<file path="config.mk">
export PLATFORM = sky130hd
export DESIGN_NAME = kp_lock_seq
export DESIGN_NICKNAME = d
export VERILOG_FILES = /design/src/rtl/kp_lock_pkg.sv /design/src/rtl/kp_evt_match.sv /design/src/rtl/kp_unlock_tmr.sv /design/src/rtl/kp_lock_fsm.sv /design/src/rtl/kp_lock_seq.sv
export SDC_FILE = /design/constraint.sdc
export NUM_CORES = 1
export LEC_CHECK = 0
export BUFFER_PORTS_ARGS = -buffer_cell sky130_fd_sc_hd__buf_2
export CORE_UTILIZATION = 39
export CTS_CLUSTER_DIAMETER = 200
export DETAILED_ROUTE_END_ITERATION = 8
export HOLD_SLACK_MARGIN = 0.06
export PLACE_DENSITY = 0.78
export SLEW_MARGIN = 5
export SYNTH_ARGS = -nofsm -noshare
export SYNTH_HDL_FRONTEND = slang
export SYNTH_SLANG_ARGS = --single-unit
export TNS_END_PERCENT = 30
</file>
<file path="constraint.sdc">
create_clock -name clk -period 1.6 [get_ports clk]
set_clock_uncertainty 0.2 [all_clocks]
set_input_delay 0.16 -clock clk [delete_from_list [all_inputs] [get_ports clk]]
set_output_delay 0.16 -clock clk [all_outputs]
set_load 0.01 [all_outputs]
</file>
<file path="src/rtl/kp_lock_pkg.sv">
package kp_lock_pkg;
  // bit 0 = locked, bit 1 = pending second event
  typedef enum logic [1:0] {
    ST_OPEN = 2'b00,
    ST_SHUT = 2'b01,
    ST_HALF = 2'b11
  } lk_state_t;
endpackage

</file>
<file path="src/rtl/kp_evt_match.sv">
module kp_evt_match #(
  parameter int CODE_W = 7
) (
  input  logic              vld,
  input  logic [CODE_W-1:0] code,
  input  logic              st,
  input  logic [CODE_W-1:0] ref_code,
  input  logic              ref_st,
  output logic              hit
);
  always_comb hit = vld && (code == ref_code) && (st == ref_st);
endmodule

</file>
<file path="src/rtl/kp_unlock_tmr.sv">
module kp_unlock_tmr #(
  parameter int TMR_W = 3
) (
  input  logic             clk,
  input  logic             rst,
  input  logic             clr,
  input  logic             load,
  input  logic [TMR_W-1:0] load_val,
  input  logic             tick,
  output logic             expire
);
  logic [TMR_W-1:0] cnt;

  always_ff @(posedge clk) begin
    if (rst || clr)            cnt <= '0;
    else if (load)             cnt <= load_val;
    else if (tick && cnt != 0) cnt <= cnt - 1'b1;
  end

  always_comb expire = tick && (cnt == TMR_W'(1)) && !clr && !load;


  tmr_nonincr_chk: assert property (@(posedge clk) disable iff (rst)
    (!load && !clr && cnt != 0) |=> (cnt <= $past(cnt)));


  tmr_idle_after_exp_chk: assert property (@(posedge clk) disable iff (rst)
    expire |=> (cnt == 0));
endmodule

</file>
<file path="src/rtl/kp_lock_fsm.sv">
module kp_lock_fsm
  import kp_lock_pkg::*;
(
  input  logic clk,
  input  logic rst,
  input  logic lock_req,
  input  logic need2,
  input  logic hit1,
  input  logic hit2,
  input  logic expire,
  output logic tmr_load,
  output logic tmr_clr,
  output logic locked,
  output logic pend
);
  lk_state_t state, nxt;

  always_comb begin
    nxt = state;
    unique case (state)
      ST_OPEN: if (lock_req) nxt = ST_SHUT;
      ST_SHUT: begin
        if (lock_req)  nxt = ST_SHUT;
        else if (hit1) nxt = need2 ? ST_HALF : ST_OPEN;
      end
      ST_HALF: begin
        if (lock_req)    nxt = ST_SHUT;
        else if (hit2)   nxt = ST_OPEN;
        else if (expire) nxt = ST_SHUT;
      end
      default: nxt = ST_SHUT;
    endcase
  end

  always_ff @(posedge clk) begin
    if (rst) state <= ST_OPEN;
    else     state <= nxt;
  end

  always_comb begin
    tmr_load = (state == ST_SHUT) && hit1 && need2 && !lock_req;
    tmr_clr  = lock_req || ((state == ST_HALF) && hit2);
    locked   = state[0];
    pend     = state[1];
  end


  lock_force_chk: assert property (@(posedge clk) disable iff (rst)
    lock_req |=> (locked && !pend));


  pend_entry_chk: assert property (@(posedge clk) disable iff (rst)
    $rose(pend) |-> $past(locked && hit1));


  unlock_cause_chk: assert property (@(posedge clk) disable iff (rst)
    $fell(locked) |-> $past(hit1 || hit2));


  exp_relock_chk: assert property (@(posedge clk) disable iff (rst)
    (pend && expire && !hit2 && !lock_req) |=> (locked && !pend));


  pend_implies_lock_chk: assert property (@(posedge clk) disable iff (rst)
    pend |-> locked);
endmodule

</file>
<file path="src/rtl/kp_lock_seq.sv">
module kp_lock_seq #(
  parameter int CODE_W = 7,
  parameter int TMR_W  = 3
) (
  input  logic              clk,
  input  logic              rst,
  input  logic              lock_req_i,
  input  logic              need2_i,
  input  logic [TMR_W-1:0]  tmr_sel_i,
  input  logic [CODE_W-1:0] unl1_code_i,
  input  logic              unl1_st_i,
  input  logic [CODE_W-1:0] unl2_code_i,
  input  logic              unl2_st_i,
  input  logic              tick_i,
  input  logic              evt_vld_i,
  input  logic [CODE_W-1:0] evt_code_i,
  input  logic              evt_st_i,
  output logic              locked_o,
  output logic              pend_o,
  output logic              fwd_vld_o,
  output logic [CODE_W-1:0] fwd_code_o,
  output logic              fwd_st_o
);
  localparam int N_UNL = 2;

  logic [CODE_W-1:0] ref_code [N_UNL];
  logic              ref_st   [N_UNL];
  logic [N_UNL-1:0]  hit;
  logic              tmr_load, tmr_clr, expire;

  always_comb begin
    ref_code[0] = unl1_code_i;
    ref_st[0]   = unl1_st_i;
    ref_code[1] = unl2_code_i;
    ref_st[1]   = unl2_st_i;
  end

  for (genvar gi = 0; gi < N_UNL; gi++) begin : g_match
    kp_evt_match #(.CODE_W(CODE_W)) u_match (
      .vld      (evt_vld_i),
      .code     (evt_code_i),
      .st       (evt_st_i),
      .ref_code (ref_code[gi]),
      .ref_st   (ref_st[gi]),
      .hit      (hit[gi])
    );
  end

  kp_unlock_tmr #(.TMR_W(TMR_W)) u_tmr (
    .clk      (clk),
    .rst      (rst),
    .clr      (tmr_clr),
    .load     (tmr_load),
    .load_val (tmr_sel_i),
    .tick     (tick_i),
    .expire   (expire)
  );

  kp_lock_fsm u_fsm (
    .clk      (clk),
    .rst      (rst),
    .lock_req (lock_req_i),
    .need2    (need2_i),
    .hit1     (hit[0]),
    .hit2     (hit[1]),
    .expire   (expire),
    .tmr_load (tmr_load),
    .tmr_clr  (tmr_clr),
    .locked   (locked_o),
    .pend     (pend_o)
  );

  always_ff @(posedge clk) begin
    if (rst) begin
      fwd_vld_o  <= 1'b0;
      fwd_code_o <= '0;
      fwd_st_o   <= 1'b0;
    end else begin
      fwd_vld_o <= evt_vld_i && !locked_o;
      if (evt_vld_i && !locked_o) begin
        fwd_code_o <= evt_code_i;
        fwd_st_o   <= evt_st_i;
      end
    end
  end


  fwd_open_chk: assert property (@(posedge clk) disable iff (rst)
    fwd_vld_o |-> $past(!locked_o && evt_vld_i));
endmodule

</file>
Word-level counts from Yosys, hierarchy flattened
Index checks and enable logic that the tools add are counted.
Storage, ports and cells
  bits in registers: 14
  word-level logic and storage cells: 49
  output and inout port bits: 11
Cells by class
  $add $sub $neg: 1
  equal/unequal tests: 10
  reductions and logical operators: 23
  muxes and demuxes: 10
Operator list (count)
  $eq A7 B7 Y1: 2
  $mux W2: 7
  $logic_and A1 B1 Y1: 13
  $mux W3: 2
  $pmux W2 S3: 1
  $logic_not A1 Y1: 4
  $ne A4 B3 Y1 const B: 1
  $eq A3 B1 Y1 const B: 1
  $ne A3 B2 Y1 const B: 1
  $reduce_and A3 Y1: 1
  $reduce_bool A3 Y1: 1
  $sub A3 B1 Y3 const B: 1
  $eq A1 B1 Y1: 2
  $eq A2 B1 Y1 const B: 1
  $eq A2 B2 Y1 const B: 1
  $logic_not A2 Y1: 1
  $logic_or A1 B1 Y1: 2
  $ne A2 B2 Y1 const B: 1
  $reduce_bool A2 Y1: 1

Depth between registers and ports, before layout
  word-level depth: 12
  depth in mapped cells: 8

Hierarchy
A second synthesis with hierarchy kept.
Second synthesis, totals
  cell total of the unflattened synthesis: 103
  area total of the unflattened synthesis: 915.9 µm²
Modules (own cells, without submodules)
  kp_lock_seq: area each 382.9 µm², instances 1, cells an instance 36, seq. area each 180.2 µm²
  kp_unlock_tmr: area each 219.0 µm², instances 1, cells an instance 29, seq. area each 60.1 µm²
  kp_evt_match: area each 95.1 µm², instances 2, cells an instance 12, seq. area each 0.0 µm²
  kp_lock_fsm: area each 123.9 µm², instances 1, cells an instance 14, seq. area each 40.0 µm²

Worst setup path before layout
OpenSTA, ideal clock, no wires.
  path kind: reg2reg
  start point: register u_tmr.cnt[0]
  end point: register u_tmr.cnt[1]
  setup time: 0.119 ns
  data arrival time: 1.201 ns
  path buffers: 0
  stages on the path, launching flop included: 9
  slack: 0.080 ns
  cells stage by stage: dfxtp_1 -> inv_1 -> ha_1 -> ha_1 -> nand2b_1 -> nand2_1 -> o21ai_0 -> mux2i_1 -> nor2_1
Between the ends
  cells in the longest elaborated chain, start to end: 3
Ends and longest elaborated chain
  start: declaration: RTL line kp_unlock_tmr.sv:12  | logic [TMR_W-1:0] cnt;
  start signal: assignment: RTL line kp_unlock_tmr.sv:16  | else if (load) cnt <= load_val;
  start signal: assignment: RTL line kp_unlock_tmr.sv:17  | else if (tick && cnt != 0) cnt <= cnt - 1'b1;
  $sub A3 B1 Y3 or $reduce_bool A3 Y1 (tied branches): RTL line kp_unlock_tmr.sv:17
  $mux W3 or $logic_and A1 B1 Y1 (tied branches): RTL line kp_unlock_tmr.sv:17
  $mux W3 or $reduce_bool A2 Y1 (tied branches)
Several ways; a longest one is shown, not always the timed one. The select of a mux whose other input is x is not followed.
A chain may end at the register's enable or synchronous reset.

Final worst setup path
Ends and elaborated chain as after synthesis.

==> impl_table.tex <==
\begin{tabular}{lr}
\hline
Metric & Value \\
\hline
\multicolumn{2}{l}{\textbf{Logic synthesis}} \\
Mean post-synth cell area & 8.03 µm² \\
Share of flip-flops with an asynchronous set or reset after synthesis & 0\% \\
Area share of the largest cell type after synthesis & 34.2\% \\
Warning count from the yosys run & 0 \\
Post-synthesis cell type count & 29 \\
Register bit total from synthesis & 14 \\
Most frequently used cell type in the post-synthesis netlist & nand2\_1 \\
Share of synthesized area occupied by flip-flops and latches & between 30\% and 40\% \\
Top post-synthesis cells by count & nand2\_1, dfxtp\_1, xor2\_1 \\
Top flip-flop cell by instance count after synthesis & dfxtp\_1 \\
Count of flip-flops with a built-in enable after synthesis & 0 \\
Post-synth net total & 138 \\
Synthesized cell area & 820 µm² \\
Cell taking the most area after synthesis & dfxtp\_1 \\
Cell types with the largest area share after synthesis & dfxtp\_1, xor2\_1, nand2\_1, a21oi\_1, ha\_1 \\
Post-synthesis cell count & 102 \\
\multicolumn{2}{l}{\textbf{Route}} \\
DR DRC count & 0 \\
Initial drt markers & 18 \\
Vias per cell & 4.84 \\
Router iterations before antenna repair & 4 \\
Total number of vias & 929 \\
Overall routed net length & 2170 µm \\
Number of nets with antenna violations after detailed routing & 0 \\
Routed length per placed instance & 11.3 µm \\
\multicolumn{2}{l}{\textbf{Critical path}} \\
Worst-case reg-to-reg path depth & 8 \\
Delay of the slowest critical-path stage & 0.34 ns \\
Worst flop-to-flop path endpoint & u\_tmr.cnt[1]\$\_SDFFE\_PP0P\_ \\
Flop-to-flop setup slack & about 0.034 ns \\
Top fanout value on the critical path & 5 \\
Data required time of the worst path & 1.58 ns \\
Endpoint type of the worst setup path & register \\
Worst flop-to-flop path startpoint & u\_tmr.cnt[0]\$\_SDFFE\_PP0P\_ \\
Critical Path Source Type & register \\
Sequence of cells on the critical path & inv\_1, ha\_1, ha\_1, nand2b\_4, nand2\_1, o21ai\_0, mux2i\_1, nor2\_1 \\
Total buffers and inverters traversed by the critical path & 1 \\
Category of the critical setup timing path & register to register \\
Data arrival time of the critical path & 1.55 ns \\
Slowest cell on the critical path & dfxtp\_2 \\
Top cell by count, worst path & ha\_1 \\
Category of cells accounting for the largest share of critical-path delay & adder cells \\
\multicolumn{2}{l}{\textbf{Timing}} \\
Fin. Hold Viols & 0 \\
Endpoints failing setup & 0 \\
Final critical delay including setup and external delays & 1.57 ns \\
Slew at the pin closest to its max-slew limit & 0.301 ns \\
Max-slew violations & 0 \\
Slack of the critical path & 0.0345 ns \\
Relative slew slack & 79.9\% \\
Final worst-path cycle share & 97.8\% \\
RSZ-0062 raised after global routing & true \\
Achievable Freq & $\sim$640 MHz \\
\multicolumn{2}{l}{\textbf{GRT}} \\
All-Layer GR Usage & 19.8\% \\
Antenna violations before repair & 0 \\
Largest net degree at the start of global routing & 14 \\
Global-route wire length before repair & 3200 µm \\
Via count of the first global-routing pass & about 800 \\
Total grt overflow & 0 \\
\multicolumn{2}{l}{\textbf{Floorplanning}} \\
Core Box Area & 0.00196 mm² \\
Overall die height & roughly 48 µm \\
Width of the chip & 47.8 µm \\
I/O pin count & between 40 and 50 \\
Effective utilization at floorplan & between 40\% and 50\% \\
Row Count & 16 \\
Die area & 0.00229 mm² \\
\multicolumn{2}{l}{\textbf{Clock network}} \\
Clk pin slew, worst setup/hold paths & 0.09 ns \\
Clock buffer count from CTS & 3 \\
\# H-tree levels & 1 \\
Clock tree sinks & 14 \\
Setup repair bufs after CTS & 0 \\
CTS tree & yes \\
Clock Path Buffers & 2 \\
Clock Latency Late Sink & $\sim$0.28 ns \\
Root cell of the clock tree & clkbuf\_4 \\
\multicolumn{2}{l}{\textbf{Placed design}} \\
Count of buffers from port buffering & 43 \\
Final weighted congestion in routability-driven placement & 0.762 \\
DP Wirelength & between 1500 and 2000 µm \\
Worst setup slack before clock tree synthesis & -0.0769 ns \\
\multicolumn{2}{l}{\textbf{Cells and area}} \\
Final nets & a little over 200 \\
Fraction of the core area covered by cells at the end of the flow & about two thirds \\
Area of combinational cells with multiple inputs & around 500 µm² \\
Combined flip-flop and latch cell area & 282 µm² \\
\# fillers & 183 \\
Layout Area Growth over Synthesis & 55.7\% \\
Share of layout cells above drive strength 1 & 36.4\% \\
Antenna Diode Count & 0 \\
\multicolumn{2}{l}{\textbf{Min path}} \\
Worst hold path class & primary input to register \\
Cells on Worst Hold Path & 4 \\
Hold Path End & u\_tmr.cnt[0]\$\_SDFFE\_PP0P\_ \\
Beginning of the worst hold path & lock\_req\_i \\
\multicolumn{2}{l}{\textbf{Status}} \\
Result of the run & finished, final reports clean \\
\multicolumn{2}{l}{\textbf{Power and ir drop}} \\
Pleak & 0.606 nW \\
Power per cell area & 650 mW/mm² \\
Largest vdd supply drop & 0.656 mV \\
Power after layout & 830 µW \\
\multicolumn{2}{l}{\textbf{Job}} \\
Max Cap Violations & 0 \\
\hline
\end{tabular}
==> metrics by stage <==
step / setup TNS (ns) / cell area, µm² / hold WS (ns) / std cells
after floorplan: 0 / 820 / 0.0294 / 102
after CTS: 0 / 1280 / 0.0538 / 192
final: 0 / 1280 / 0.0596 / 192
after global placement: 0 / 1090 / 0.190 / 174
after global routing: -0.340 / 1280 / 0.102 / 192
after detailed placement: -0.158 / 1090 / 0.212 / 174
==> flip-flops by register name (all words and copies together) (netlist names) <==
name	count
fwd_st_o	1
u_tmr.cnt	3
u_fsm.state	2
fwd_vld_o	1
fwd_code_o	7
==> area by class of cell <==
type,instances,share of cell area [%]
inverter,8,2.35
clock buffer,4,2.84
sequential,14,22.1
timing repair buffer,61,30.2
multi-input combinational,78,39.9
tap,27,2.65
==> per-layer routing <==
metal | part of all wire (%) | track usage (%)
met1 | 40 | 20.9
met5 | 0 | 0
met3 | 5.5 | 4.53
met2 | 53 | 37.8
met4 | 1.7 | 7.22
==> how the worst max path moves through the flow <==
stage | startpoint | cells past startpoint | end
after floorplan | u_tmr.cnt[0]$_SDFFE_PP0P_ | 8 | u_tmr.cnt[1]$_SDFFE_PP0P_
after global placement | u_tmr.cnt[0]$_SDFFE_PP0P_ | 8 | u_tmr.cnt[1]$_SDFFE_PP0P_
after detailed placement | u_tmr.cnt[0]$_SDFFE_PP0P_ | 8 | u_tmr.cnt[1]$_SDFFE_PP0P_
after CTS | u_tmr.cnt[0]$_SDFFE_PP0P_ | 8 | u_tmr.cnt[1]$_SDFFE_PP0P_
after global routing | u_fsm.state[1]$_SDFFE_PP0P_ | 5 | u_tmr.cnt[2]$_SDFFE_PP0P_
final | u_tmr.cnt[0]$_SDFFE_PP0P_ | 8 | u_tmr.cnt[1]$_SDFFE_PP0P_
==> worst reg2reg max path: stages, from the launching register on <==
cell and delay [ns]:
dfxtp_2 0.34, inv_1 0.06, ha_1 0.20, ha_1 0.17, nand2b_4 0.15, nand2_1 0.06
o21ai_0 0.08, mux2i_1 0.15, nor2_1 0.05
==> cells in the final DEF, fill, tap and decap left out, types with 4 or more instances in the layout <==
cell type / count
a21oi_1: 9
buf_2: 43
buf_4: 4
dfxtp_1: 13
dlygate4sd3_1: 14
inv_1: 7
nand2_1: 21
nor2_1: 7
xnor2_1: 4
xor2_1: 10
==> report_power, final <==
group	internal, mW	switching, mW
logic	0.104	0.0955
registers	0.363	0.00641
clock network	0.139	0.123
total	0.605	0.225
==> logic make-up (layout without fill, tap and decap cells) <==
family | count (synthesis) | after routing | synth area share, %
compound gates | 19 | 19 | 15.1
xor+xnor | 14 | 14 | 15.0
fa+ha+maj | 3 | 3 | 4.58
buf+inv | 10 | 73 | 4.58
flops | 14 | 14 | 34.2
mux | 2 | 2 | 2.44
simple gates | 40 | 40 | 24.1
==> repair_timing <==
| action | in CTS | in global routing |
|---|---|---|
| hold endpoints to repair | 14 | 0 |
| hold buffers | 14 | 0 |
| resized for setup | 2 | 0 |
| endpoints found under the setup margin | 3 | 4 |
No activity file was read; power rests on OpenSTA's default activity.
